[src/rtl/mmu_pkg.sv]
package mmu_pkg;
    localparam int NBANKS  = 4;
    localparam int PAGE_W  = 16;
    localparam int PHYS_W  = PAGE_W + 16;
    localparam int NPRE    = 4;
    localparam int REG_CNT = 20;
    localparam int IDX_W   = $clog2(REG_CNT);

    localparam int OFS_CFG  = 0;
    localparam int OFS_PRE  = 1;
    localparam int OFS_SHR  = 5;
    localparam int OFS_MODE = 6;
    localparam int OFS_VER  = 7;
    localparam int OFS_PG   = 8;
    localparam int OFS_ZP   = 16;
    localparam int OFS_SP   = 18;

    typedef enum logic [1:0] {
        RGN_RAM  = 2'd0,
        RGN_ROMI = 2'd1,
        RGN_ROME = 2'd2,
        RGN_IO   = 2'd3
    } region_t;
endpackage

[src/rtl/mmu_regfile.sv]
module mmu_regfile
    import mmu_pkg::*;
#(
    parameter logic [3:0] BANK_CODE = 4'hF,
    parameter logic [3:0] MMU_VER   = 4'h2
) (
    input  logic                         clk,
    input  logic                         rst_n,
    input  logic                         bus_valid,
    input  logic                         bus_we,
    input  logic [15:0]                  bus_addr,
    input  logic [7:0]                   bus_wdata,
    output logic [7:0]                   rdata,
    output logic                         reg_hit,
    output logic [7:0]                   cfg,
    output logic [3:0]                   ramcfg,
    output logic [PAGE_W-1:0]            zp_page,
    output logic [PAGE_W-1:0]            sp_page,
    output logic [NBANKS-1:0][PAGE_W-1:0] bank_page,
    output logic                         cpu32,
    output logic                         os_alt
);
    logic [7:0]        cfg_q, mode_q;
    logic [7:0]        pre_q [NPRE];
    logic [3:0]        shr_q;
    logic [PAGE_W-1:0] zp_q, sp_q;
    logic [PAGE_W-1:0] pg_q [NBANKS];

    logic             ff_win, io_win, wr, trig;
    logic [IDX_W-1:0] idx;
    logic [1:0]       pidx;
    logic [7:0]       pre_sel;

    assign ff_win  = !mode_q[0] && (bus_addr[15:8] == 8'hFF) && (bus_addr[7:0] <= 8'h04);
    assign io_win  = cfg_q[0] && (bus_addr[15:8] == 8'hD5) && (bus_addr[7:0] < 8'(REG_CNT));
    assign reg_hit = ff_win || io_win;
    assign idx     = ff_win ? {2'b00, bus_addr[2:0]} : bus_addr[IDX_W-1:0];
    assign wr      = bus_valid && bus_we && reg_hit;
    assign trig    = wr && ff_win && (idx != IDX_W'(OFS_CFG));
    assign pidx    = 2'(bus_addr[2:0] - 3'd1);
    assign pre_sel = pre_q[pidx];

    always_ff @(posedge clk) begin
        if (!rst_n)                                cfg_q <= '0;
        else if (trig)                             cfg_q <= pre_sel;
        else if (wr && idx == IDX_W'(OFS_CFG))     cfg_q <= bus_wdata;
    end

    for (genvar p = 0; p < NPRE; p++) begin : g_pre
        always_ff @(posedge clk) begin
            if (!rst_n)
                pre_q[p] <= '0;
            else if (wr && !ff_win && idx == IDX_W'(OFS_PRE + p))
                pre_q[p] <= bus_wdata;
        end
    end

    for (genvar b = 0; b < NBANKS; b++) begin : g_page
        always_ff @(posedge clk) begin
            if (!rst_n)
                pg_q[b] <= PAGE_W'(b);
            else if (wr && idx == IDX_W'(OFS_PG + 2*b))
                pg_q[b][7:0] <= bus_wdata;
            else if (wr && idx == IDX_W'(OFS_PG + 2*b + 1))
                pg_q[b][15:8] <= bus_wdata;
        end
        assign bank_page[b] = pg_q[b];
    end

    always_ff @(posedge clk) begin
        if (!rst_n) begin
            shr_q  <= '0;
            mode_q <= '0;
            zp_q   <= PAGE_W'(0);
            sp_q   <= PAGE_W'(1);
        end else if (wr) begin
            case (idx)
                IDX_W'(OFS_SHR):    shr_q       <= bus_wdata[3:0];
                IDX_W'(OFS_MODE):   mode_q      <= bus_wdata;
                IDX_W'(OFS_ZP):     zp_q[7:0]   <= bus_wdata;
                IDX_W'(OFS_ZP + 1): zp_q[15:8]  <= bus_wdata;
                IDX_W'(OFS_SP):     sp_q[7:0]   <= bus_wdata;
                IDX_W'(OFS_SP + 1): sp_q[15:8]  <= bus_wdata;
                default: ;
            endcase
        end
    end

    always_comb begin
        rdata = '0;
        if (reg_hit) begin
            if (idx == IDX_W'(OFS_CFG))        rdata = cfg_q;
            if (idx == IDX_W'(OFS_SHR))        rdata = {4'h0, shr_q};
            if (idx == IDX_W'(OFS_MODE))       rdata = mode_q;
            if (idx == IDX_W'(OFS_VER))        rdata = {BANK_CODE, MMU_VER};
            if (idx == IDX_W'(OFS_ZP))         rdata = zp_q[7:0];
            if (idx == IDX_W'(OFS_ZP + 1))     rdata = zp_q[15:8];
            if (idx == IDX_W'(OFS_SP))         rdata = sp_q[7:0];
            if (idx == IDX_W'(OFS_SP + 1))     rdata = sp_q[15:8];
            for (int p = 0; p < NPRE; p++)
                if (idx == IDX_W'(OFS_PRE + p)) rdata = pre_q[p];
            for (int b = 0; b < NBANKS; b++) begin
                if (idx == IDX_W'(OFS_PG + 2*b))     rdata = pg_q[b][7:0];
                if (idx == IDX_W'(OFS_PG + 2*b + 1)) rdata = pg_q[b][15:8];
            end
        end
    end

    assign cfg     = cfg_q;
    assign ramcfg  = shr_q;
    assign zp_page = zp_q;
    assign sp_page = sp_q;
    assign cpu32   = mode_q[0];
    assign os_alt  = mode_q[6];


    trig_load_chk: assert property (@(posedge clk) disable iff (!rst_n)
        trig |=> (cfg_q == $past(pre_sel)));


    rd_no_trig_chk: assert property (@(posedge clk) disable iff (!rst_n)
        (bus_valid && !bus_we) |=> $stable(cfg_q));


    mode_hold_chk: assert property (@(posedge clk) disable iff (!rst_n)
        !(wr && idx == IDX_W'(OFS_MODE)) |=> $stable(mode_q));
endmodule

[src/rtl/mmu_xlate.sv]
module mmu_xlate
    import mmu_pkg::*;
(
    input  logic                          clk,
    input  logic                          rst_n,
    input  logic [15:0]                   cpu_addr,
    input  logic                          reg_hit,
    input  logic [7:0]                    cfg,
    input  logic [3:0]                    ramcfg,
    input  logic [PAGE_W-1:0]             zp_page,
    input  logic [PAGE_W-1:0]             sp_page,
    input  logic [NBANKS-1:0][PAGE_W-1:0] bank_page,
    output logic [PHYS_W-1:0]             phys_addr,
    output region_t                       region
);
    localparam int PAD_W = PHYS_W - PAGE_W - 8;

    logic [16:0] share_sz;
    logic        bot_hit, top_hit;
    logic [1:0]  wcode;

    always_comb begin
        unique case (ramcfg[1:0])
            2'd0: share_sz = 17'h00400;
            2'd1: share_sz = 17'h01000;
            2'd2: share_sz = 17'h02000;
            2'd3: share_sz = 17'h04000;
        endcase
    end

    assign bot_hit = ramcfg[3] && ({1'b0, cpu_addr} < share_sz);
    assign top_hit = ramcfg[2] && ({1'b0, ~cpu_addr} < share_sz);

    always_comb begin
        unique case (cpu_addr[15:14])
            2'b00: wcode = 2'b11;
            2'b01: wcode = cfg[1] ? 2'b11 : 2'b00;
            2'b10: wcode = cfg[3:2];
            2'b11: wcode = cfg[5:4];
        endcase
    end

    always_comb begin
        region    = RGN_RAM;
        phys_addr = {bank_page[cfg[7:6]], cpu_addr};
        if (reg_hit || (cfg[0] && cpu_addr[15:12] == 4'hD)) begin
            region    = RGN_IO;
            phys_addr = {{PAGE_W{1'b0}}, cpu_addr};
        end else if (wcode != 2'b11) begin
            region    = (wcode == 2'b10) ? RGN_ROME : RGN_ROMI;
            phys_addr = {{(PAGE_W-1){1'b0}}, (wcode == 2'b01), cpu_addr};
        end else if (bot_hit || top_hit) begin
            phys_addr = {bank_page[0], cpu_addr};
        end else if (cpu_addr[15:8] == 8'h00) begin
            phys_addr = {{PAD_W{1'b0}}, zp_page, cpu_addr[7:0]};
        end else if (cpu_addr[15:8] == 8'h01) begin
            phys_addr = {{PAD_W{1'b0}}, sp_page, cpu_addr[7:0]};
        end
    end


    io_off_chk: assert property (@(posedge clk) disable iff (!rst_n)
        (!cfg[0] && !reg_hit) |-> (region != RGN_IO));


    zp_map_chk: assert property (@(posedge clk) disable iff (!rst_n)
        (region == RGN_RAM && cpu_addr[15:8] == 8'h00 && ramcfg[3:2] == 2'b00)
        |-> (phys_addr[PHYS_W-1:PHYS_W-PAD_W] == '0 && phys_addr[7:0] == cpu_addr[7:0]
             && phys_addr[PAGE_W+7:8] == zp_page));


    share_bot_chk: assert property (@(posedge clk) disable iff (!rst_n)
        (region == RGN_RAM && ramcfg[3] && cpu_addr < 16'h0400)
        |-> (phys_addr[PHYS_W-1:16] == bank_page[0]));
endmodule

[src/rtl/bank_mmu.sv]
module bank_mmu
    import mmu_pkg::*;
#(
    parameter logic [3:0] BANK_CODE = 4'hF,
    parameter logic [3:0] MMU_VER   = 4'h2
) (
    input  logic        clk,
    input  logic        rst_n,
    input  logic        bus_valid,
    input  logic        bus_we,
    input  logic [15:0] bus_addr,
    input  logic [7:0]  bus_wdata,
    output logic [7:0]  bus_rdata,
    output logic        reg_hit,
    output logic [31:0] phys_addr,
    output logic [1:0]  region,
    output logic        cpu32_mode,
    output logic        os_alt_mode
);
    logic [7:0]                   cfg;
    logic [3:0]                   ramcfg;
    logic [PAGE_W-1:0]            zp_page, sp_page;
    logic [NBANKS-1:0][PAGE_W-1:0] bank_page;
    region_t                      rgn;

    mmu_regfile #(.BANK_CODE(BANK_CODE), .MMU_VER(MMU_VER)) u_regs (
        .clk(clk), .rst_n(rst_n), .bus_valid(bus_valid), .bus_we(bus_we),
        .bus_addr(bus_addr), .bus_wdata(bus_wdata), .rdata(bus_rdata),
        .reg_hit(reg_hit), .cfg(cfg), .ramcfg(ramcfg), .zp_page(zp_page),
        .sp_page(sp_page), .bank_page(bank_page), .cpu32(cpu32_mode),
        .os_alt(os_alt_mode)
    );

    mmu_xlate u_xlate (
        .clk(clk), .rst_n(rst_n), .cpu_addr(bus_addr), .reg_hit(reg_hit),
        .cfg(cfg), .ramcfg(ramcfg), .zp_page(zp_page), .sp_page(sp_page),
        .bank_page(bank_page), .phys_addr(phys_addr), .region(rgn)
    );

    assign region = rgn;
endmodule

[config.mk]
export PLATFORM = sky130hd
export DESIGN_NAME = bank_mmu
export DESIGN_NICKNAME = d
export VERILOG_FILES = /design/src/rtl/mmu_pkg.sv /design/src/rtl/mmu_regfile.sv /design/src/rtl/mmu_xlate.sv /design/src/rtl/bank_mmu.sv
export SDC_FILE = /design/constraint.sdc
export NUM_CORES = 1
export LEC_CHECK = 0
export BUFFER_PORTS_ARGS = -buffer_cell sky130_fd_sc_hd__buf_2
export CAP_MARGIN = 30
export CORE_AREA = 2 2 218 177
export DETAILED_ROUTE_END_ITERATION = 7
export DIE_AREA = 0 0 220 179
export GPL_TIMING_DRIVEN = 0
export PLACE_DENSITY = 0.5
export SYNTH_ARGS = -nofsm -noshare
export SYNTH_HDL_FRONTEND = slang
export SYNTH_SLANG_ARGS = --single-unit
[constraint.sdc]
create_clock -name clk -period 5.11 [get_ports clk]
set_input_delay 0.7665 -clock clk [delete_from_list [all_inputs] [get_ports clk]]
set_output_delay 0.7665 -clock clk [all_outputs]
set_load 0.01 [all_outputs]
==> metrics.md, run 1 <==
| Metric | Value |
|---|---|
| Status | complete, no violations |
| Critical path type | input port to output pin |
| I/O pin count | 73 |
| DRT iter0 DRCs | 1339 |
| Top-count cell post-synth | edfxtp_1 |
| Clk root buf | clkbuf_16 |
| Layout Nets | roughly 1100 |
| CTS tree | built |
| Netlist cell types | ~70 |
| P&R area growth vs syn | 17.94% |
| Clock transition at the registers of the reported paths | 70 ps |
| CP required | approximately 4300 ps |
| GRT Util Overall | 0.2069 |
| Seq cells post-synth | 148 |
| VDD IR max | about 0.22 mV |
| Initial core utilization | 0.2455 |
| Top post-synthesis cells by area | edfxtp_1, dfxtp_1, mux4_2 |
| Worst-skew pair later-pin latency | approximately 440 ps |
| Slew of the pin with the lowest slew margin | about 1000 ps |
| Comb power frac | 0.110 |
| Routed vias/inst | between 5 and 6 |
| Dpl hpwl | between 30000 and 40000 um |
| Largest net degree at the start of global routing | 17 |
| Crit-path max cell delay | around 600 ps |
| Vias | around 8600 |
| Cells along the critical path | buf_2 > inv_1 > ha_1 > clkbuf_1 > buf_2 > clkbuf_1 > buf_1 > o21ai_0 > o22ai_1 > o21bai_1 > a211oi_1 > nor3_1 > buf_2 |
| Synth Warn # | 0 |
| Global-route wire length before repair | between 50000 and 60000 um |
| DRT Pass-1 Iters | 5 |
| Most used cell along the critical path | buf_2 |
| CP Capture Type | output pin |
| Final Hold Fails | 0 |
| Fmax | between 200 and 250 MHz |
| Max_cap viols | 0 |
| Cell taking the most area after synthesis | edfxtp_1 |
| Antenna viol nets, final | 0 |
| Total power | 3051 uW |
| Pwr/cell area | ~280 nW/um^2 |
| Final setup violation count | 0 |
| Diode count | 0 |
| Area of the mapped netlist | a little over 9000 sq um |
| Tightest Hold Check Type | flop to flop |
| Synthesized instance count | around 980 |
| Net Sw Power | 817.6 uW |
| Vias in the first global route | roughly 8200 |
| Clock power frac | 0.447 |
| Final setup TNS | 0 ps |
| Core area | about 37000 sq um |
| DRC violations left | 0 |
| Async S/R FF share, synth | 0 |
| Wire per inst | between 20 and 30 um |
| Chip Height | around 180 um |
| List of most frequent post-synthesis cells | edfxtp_1, a21oi_1, and2_1 |
| Switching Fraction | 0.2680 |
| Slew HR | 0.3348 |
| Share of the synthesized area in the top cell type | 0.3133 |
| Clock Skews | roughly 9.5 ps |
| Worst path arrival time | between 4000 and 5000 ps |
| Die area | roughly 40000 sq um |
| CTS max path bufs | 2 |
| TritonCTS Buffers | 17 |
| Initial antenna violation count | 1 |
| Final min period | ~5000 ps |
| Critical path peak fanout | 10 |
| Row Count | 64 |
| Chip Width | between 200 and 250 um |
| Lkg Pwr | around 0.0037 uW |
| Layout cell share with drive strength beyond 1 | 0.1598 |
| Max-slew violations | 0 |
| H-tree depth | 4 |
| Post-synth EDFFs | 96 |
| Sequential power share | 0.443 |
| Final Util | 0.2896 |
| Syn Nets | slightly above 1000 |
| Tcrit/Tclk final | 0.9782 |
| Count of input and output buffers | 69 |
| CP max stage cell | buf_1 |
| Post-synth top flop | edfxtp_1 |
| Avg Cell Area, Syn | about 9.4 sq um |
| CTS sink count | roughly 150 |
| Critical Path Start Type | input port |
| Hold buffers post-CTS | 0 |
| Post_cts resized | 1 |
| RSZ-0062 raised after global routing | yes |
| Post-CTS Repair Setup Buffers | 0 |
| GPL Wtd Cong | roughly 1 |
| Sequential area share after synthesis | 0.4264 |
| Total wire length | around 41000 um |
| Grt ovf | 0 |
| Design internal power | 2233 uW |
[power by group through the flow]
stage	clock [uW]	sequential, uW	combinational [uW]
detailed placement	0	1370	327
finish	1360	1350	336
floorplan	0	1350	186
CTS	1370	1350	328
global route	1410	1350	355
global placement	0	1380	325
[cell families after synthesis]
logic type      Yosys count  synth area share
compound gates          258            0.1754
buf+inv                 107           0.05072
flops                   148            0.4264
simple gates            402            0.2378
fa+ha+maj                10           0.01360
mux                      58           0.09600
[critical path, delay by kind of cell]
kind                     cells  cell delay [ps]
buffers and inverters        7             2310
AO/OA/AOI/OAI                4              830
AND/OR/NAND/NOR              1              160
adder cells (fa/ha/maj)      1              130
[layout make-up]
class | instances | area (sq um)
Multi-Input combinational cell | 728 | 4813
Sequential cell | 148 | 3924
Clock inverter | 13 | 182.7
Tap cell | 495 | 619.3
Inverter | 23 | 86.33
Timing Repair Buffer | 81 | 412.9
Buffer | 84 | 384.1
Fill cell | 3973 | 26620
Clock buffer | 18 | 429.2
[metal layers]
layer,wire length (um),GRT usage,share of wire
met3,3502,0.05021,0.086
met5,0,0,0
met2,16980,0.2994,0.42
met4,1177,0.07075,0.029
met1,18890,0.2982,0.47
[cells in the final DEF, fill, tap and decap left out, drive strengths merged, types with 5 or more instances in the layout]
cell type,n
buf,115
edfxtp,96
a21oi,75
nor2,75
and2,74
nand2,73
clkbuf,68
o21ai,68
dfxtp,52
nor2b,38
nand3,36
mux2i,32
and3,25
inv,25
mux4,24
nor3,24
o221ai,17
a31oi,13
o22ai,12
a211oi,12
nand2b,12
a21boi,11
nor3b,10
ha,10
or3,8
o22a,8
nand3b,6
o31ai,6
o211ai,5
a22oi,5
[state kept, by name, indices dropped and copies added (netlist names)]
name	count
u_regs.cfg	8
u_regs.mode_q	8
u_regs.pg_q	64
u_regs.pre_q	32
u_regs.ramcfg	4
u_regs.sp_page	16
u_regs.zp_page	16
[through the flow]
stage	cell area, sq um	hold WS [ps]	std cells	setup slack [ps]
5_1_grt	10850	480.3	1590	-9.384
3_5_place_dp	10230	456.4	1559	-57.82
2_1_floorplan	9201	441.1	983	1347
6_report	10850	465.2	1590	111.6
4_1_cts	10850	466.3	1590	16.07
3_3_place_gp	10170	451.4	1547	-108.3
[final timing paths]
check | start | end | slack [ps] | cells past startpoint
max | bus_addr[1] | bus_rdata[7] | 110 | 13
min | u_regs.sp_page[7] | u_regs.sp_page[7] | 470 | 2
max reg2reg | u_regs.mode_q[0] | u_regs.pg_q[1][10] | 1990 | 7
min reg2reg | u_regs.sp_page[7] | u_regs.sp_page[7] | 470 | 2
No activity file was read; power rests on OpenSTA's default activity.
==> run 2, diff against run 1 <==
CORE_AREA = 2 2 221 179   (was 2 2 218 177)
DIE_AREA = 0 0 223 181   (was 0 0 220 179)
SYNTH_HIERARCHICAL = 1   (was not set)
==> run 2 against run 1 <==
Net effect: clock skew grew 1.2 ps; synthesized cell count is 2.3% lower; via count decreased by 1.0%; first-iteration DRC count decreased by 8.1%; register-to-register slack worse by 410 ps; sequential power is essentially flat; final cell count down 1.7%; core utilization increased by 0.16 points; critical endpoint is now phys_addr[24]; largest power group is now registers; highest routed layer unchanged.
==> metrics.md, run 2 <==
| Metric | Value |
|---|---|
| Final Hold Fails | 0 (unchanged) |
| TritonCTS Buffers | 17 (unchanged) |
| Sequential area share after synthesis | 0.4148 (-0.01162) |
| Cell taking the most area after synthesis | edfxtp_1 |
| Antenna viol nets, final | 0 (unchanged) |
| Chip Height | 181 um (+1.1%) |
| Global-route wire length before repair | 59690 um (+3.2%) |
| Status | complete, no violations |
| H-tree depth | 4 (unchanged) |
| Seq cells post-synth | 148 (unchanged) |
| Vias | 8551 (-1.0%) |
| DRC violations left | 0 (unchanged) |
| RSZ-0062 raised after global routing | no |
| VDD IR max | 0.2045 mV (-8.8%) |
| P&R area growth vs syn | 17.08% |
| Async S/R FF share, synth | 0 (unchanged) |
| Share of the synthesized area in the top cell type | 0.3048 (-0.008537) |
| Dpl hpwl | 31990 um (+3.2%) |
| List of most frequent post-synthesis cells | edfxtp_1, and2_1, nand2_1 |
| Syn Nets | 998 (-2.3%) |
| Count of input and output buffers | 64 (-7.2%) |
| Final setup TNS | 0 ps (unchanged) |
| Vias in the first global route | 8132 (-0.97%) |
| Crit path buffers/inverters | 5 (-2) |
| Most frequent cells in the layout | edfxtp_1, buf_2, and2_1, nand2_1, o21ai_0 |
| Top Registers | u_regs/pg_q: 64 flops, u_regs/pre_q: 32 flops |
| Clock Skews | 10.71 ps (+1.187 ps) |
| Reg area | 3924 sq um (unchanged) |
| Multi-input logic area | 5051 sq um (+4.9%) |
| Worst path arrival time | 4070 ps (-160 ps) |
| Critical path peak fanout | 12 (+2) |
| Lkg Pwr | 0.003888 uW (+5.2%) |
| Total wire length | 41390 um (+2.1%) |
| Tcrit/Tclk final | 0.9467 (-0.03150) |
| WHS Endpoint | u_regs/mode_q[3] |
| Most used cell along the critical path | buf_2 |
| Worst r2r src | u_regs/mode_q[0] |
| Critical Path Start Type | input port |
| CP max stage cell | or3_1 |
| GRT Util Overall | 0.2052 (-0.001664) |
| Post-synth EDFFs | 96 (unchanged) |
| Final setup violation count | 0 (unchanged) |
| Placed cells | 1531 (-1.8%) |
| Initial antenna violation count | 1 (unchanged) |
| CTS sink count | 148 (unchanged) |
| Fmax | 206.7 MHz (+3.3%) |
| Worst-skew pair later-pin latency | 440 ps (about the same) |
| Final min period | 4837 ps (-161.0 ps) |
| Top delay family on crit path | simple AND/OR/NAND/NOR gates |
| Wire per inst | 26.48 um (+3.8%) |
| Tightest Hold Check Type | flop to flop |
| Largest Register | u_regs/pg_q |
| Max-slew violations | 0 (unchanged) |
| Die area | 40360 sq um (+2.5%) |
| Grt ovf | 0 (unchanged) |
| Netlist cell types | 78 (+13%) |
| I/O pin count | 73 (unchanged) |
| Hold Crit Start | u_regs/mode_q[3] |
| Slew of the pin with the lowest slew margin | 1008 ps (+10.02 ps) |
| CP Capture Type | output pin |
| Synthesized instance count | 960 (-2.3%) |
| CTS max path bufs | 2 (unchanged) |
| Synth Warn # | 6 (+6) |
| CTS tree | built |
| Layout fillers | 3989 (+0.40%) |
| Slew HR | 0.3281 (-0.006683) |
| DRT iter0 DRCs | 1230 (-8.1%) |
| Worst Reg-to-Reg Cells | 8 (+1) |
| GPL Wtd Cong | 0.9744 (-0.19%) |
| Core area | 38040 sq um (+1.5%) |
| Post-synth top flop | edfxtp_1 |
| Chip Width | 223 um (+1.4%) |
| Post-CTS Repair Setup Buffers | 0 (unchanged) |
| Largest net degree at the start of global routing | 17 (unchanged) |
| Row Count | 64 (unchanged) |
| Crit-path max cell delay | 410 ps (-200 ps) |
| Reg-to-reg critical path endpoint | u_regs/pg_q[3][10] |
| Avg Cell Area, Syn | 9.853 sq um (+5.3%) |
| Top-count cell post-synth | edfxtp_1 |
| Most common cell after layout, fill and taps aside | edfxtp_1 |
| Clock transition at the registers of the reported paths | 70 ps (about the same) |
| Max_cap viols | 0 (unchanged) |
| Reg2reg setup slack | 1580 ps (-410 ps) |
| Max FFs per register | 64 (unchanged) |
| Layout Nets | 1092 (-2.6%) |
| Layout cell share with drive strength beyond 1 | 0.2006 (+0.04074) |
| Routed vias/inst | 5.471 (+0.67%) |
| Area of the mapped netlist | 9459 sq um (+2.8%) |
| Top post-synthesis cells by area | edfxtp_1, dfxtp_1, and2_1 |
| Non-Filler Instances | 1563 (-1.7%) |
| Initial core utilization | 0.2487 (+0.003158) |
| DRT Pass-1 Iters | 5 (unchanged) |
| Clk root buf | clkbuf_16 |
| Critical path type | input port to output pin |
| CP required | 4340 ps (about the same) |
| WHS Path Cells | 2 (unchanged) |
| Pwr/cell area | 273.1 nW/um^2 (-2.8%) |
| Cells along the critical path | buf_2 > inv_1 > ha_1 > nor2b_1 > nor4_2 > o21ai_4 > inv_2 > a21oi_2 > nand3_2 > or3_1 > buf_2 > o2bb2ai_1 > buf_2 |
run 2: changes by cell type after synthesis, moves of 8 or more:
cell,delta
a221oi_1,+12
a21oi_1,-23
nor2_1,-31
nor3b_1,-9
o21ai_1,-22
clkbuf_1,-16
and3_1,-21
and2_1,+21
buf_2,+10
o21ai_0,+23
nand2b_1,+8
buf_1,-9
mux2i_1,+15
nand3_1,-23
run 2: worst min-delay path: stages, from the launching register on:
cell and delay, ps:
dfxtp_1 310, o21ai_0 70, a21boi_1 60
run 2: power by group:
group / internal, uW / switching, uW
registers: 1310 / 45.2
logic: 112 / 230
clock network: 776 / 550
run 2: layout make-up:
type,count,area share
Tap cell,495,0.05593
Inverter,26,0.008813
Buffer,75,0.03480
Timing Repair Buffer,76,0.03525
Clock inverter,14,0.01582
Clock buffer,18,0.03875
Sequential cell,148,0.3543
Multi-Input combinational cell,710,0.4561
Antenna cell,1,0.0002260
run 2: how the worst max path moves through the flow:
stage | from | end | cells past startpoint
after global placement | bus_addr[0] | phys_addr[24] | 13
after CTS | bus_addr[0] | phys_addr[24] | 13
after floorplan | bus_addr[0] | phys_addr[24] | 12
final | bus_addr[0] | phys_addr[24] | 13
after global routing | bus_addr[0] | phys_addr[24] | 13
after detailed placement | bus_addr[0] | phys_addr[24] | 13
run 2: logic make-up (layout without fill, tap and decap cells):
group | count (synthesis) | in the layout | synth area share
mux | 70 | 70 | 0.1045
buf+inv | 102 | 209 | 0.05146
simple gates | 354 | 354 | 0.2149
flops | 148 | 148 | 0.4148
fa+ha+maj | 10 | 10 | 0.01323
compound gates | 276 | 276 | 0.2011
other cells | 0 | 1 | 0
run 2: stage by stage:
step / total power, uW / util / hold WS (ps) / worst slack [ps] / cell area [sq um]
global route: 3108 / 0.2911 / 529.6 / 83.39 / 11070
global placement: 1711 / 0.2734 / 474.5 / -130.8 / 10400
CTS: 3032 / 0.2911 / 485.3 / 289.0 / 11070
floorplan: 1547 / - / 452.1 / 1030 / 9459
detailed placement: 1712 / 0.2752 / 475.8 / -149.6 / 10470
finish: 3025 / 0.2912 / 481.5 / 272.5 / 11070
run 2: layer usage:
metal	share of wire	GRT usage	wire [um]
met1	0.48	0.3110	19700
met2	0.40	0.2811	16470
met3	0.10	0.05285	4170
met4	0.025	0.05987	1054
met5	0	0	0
run 2: what timing repair did:
item                                    in CTS  in global routing
hold buffers                                 0                  0
endpoints found under the setup margin       7                  0
resized for setup                            1                  0
endpoints found under the hold margin        0                  0
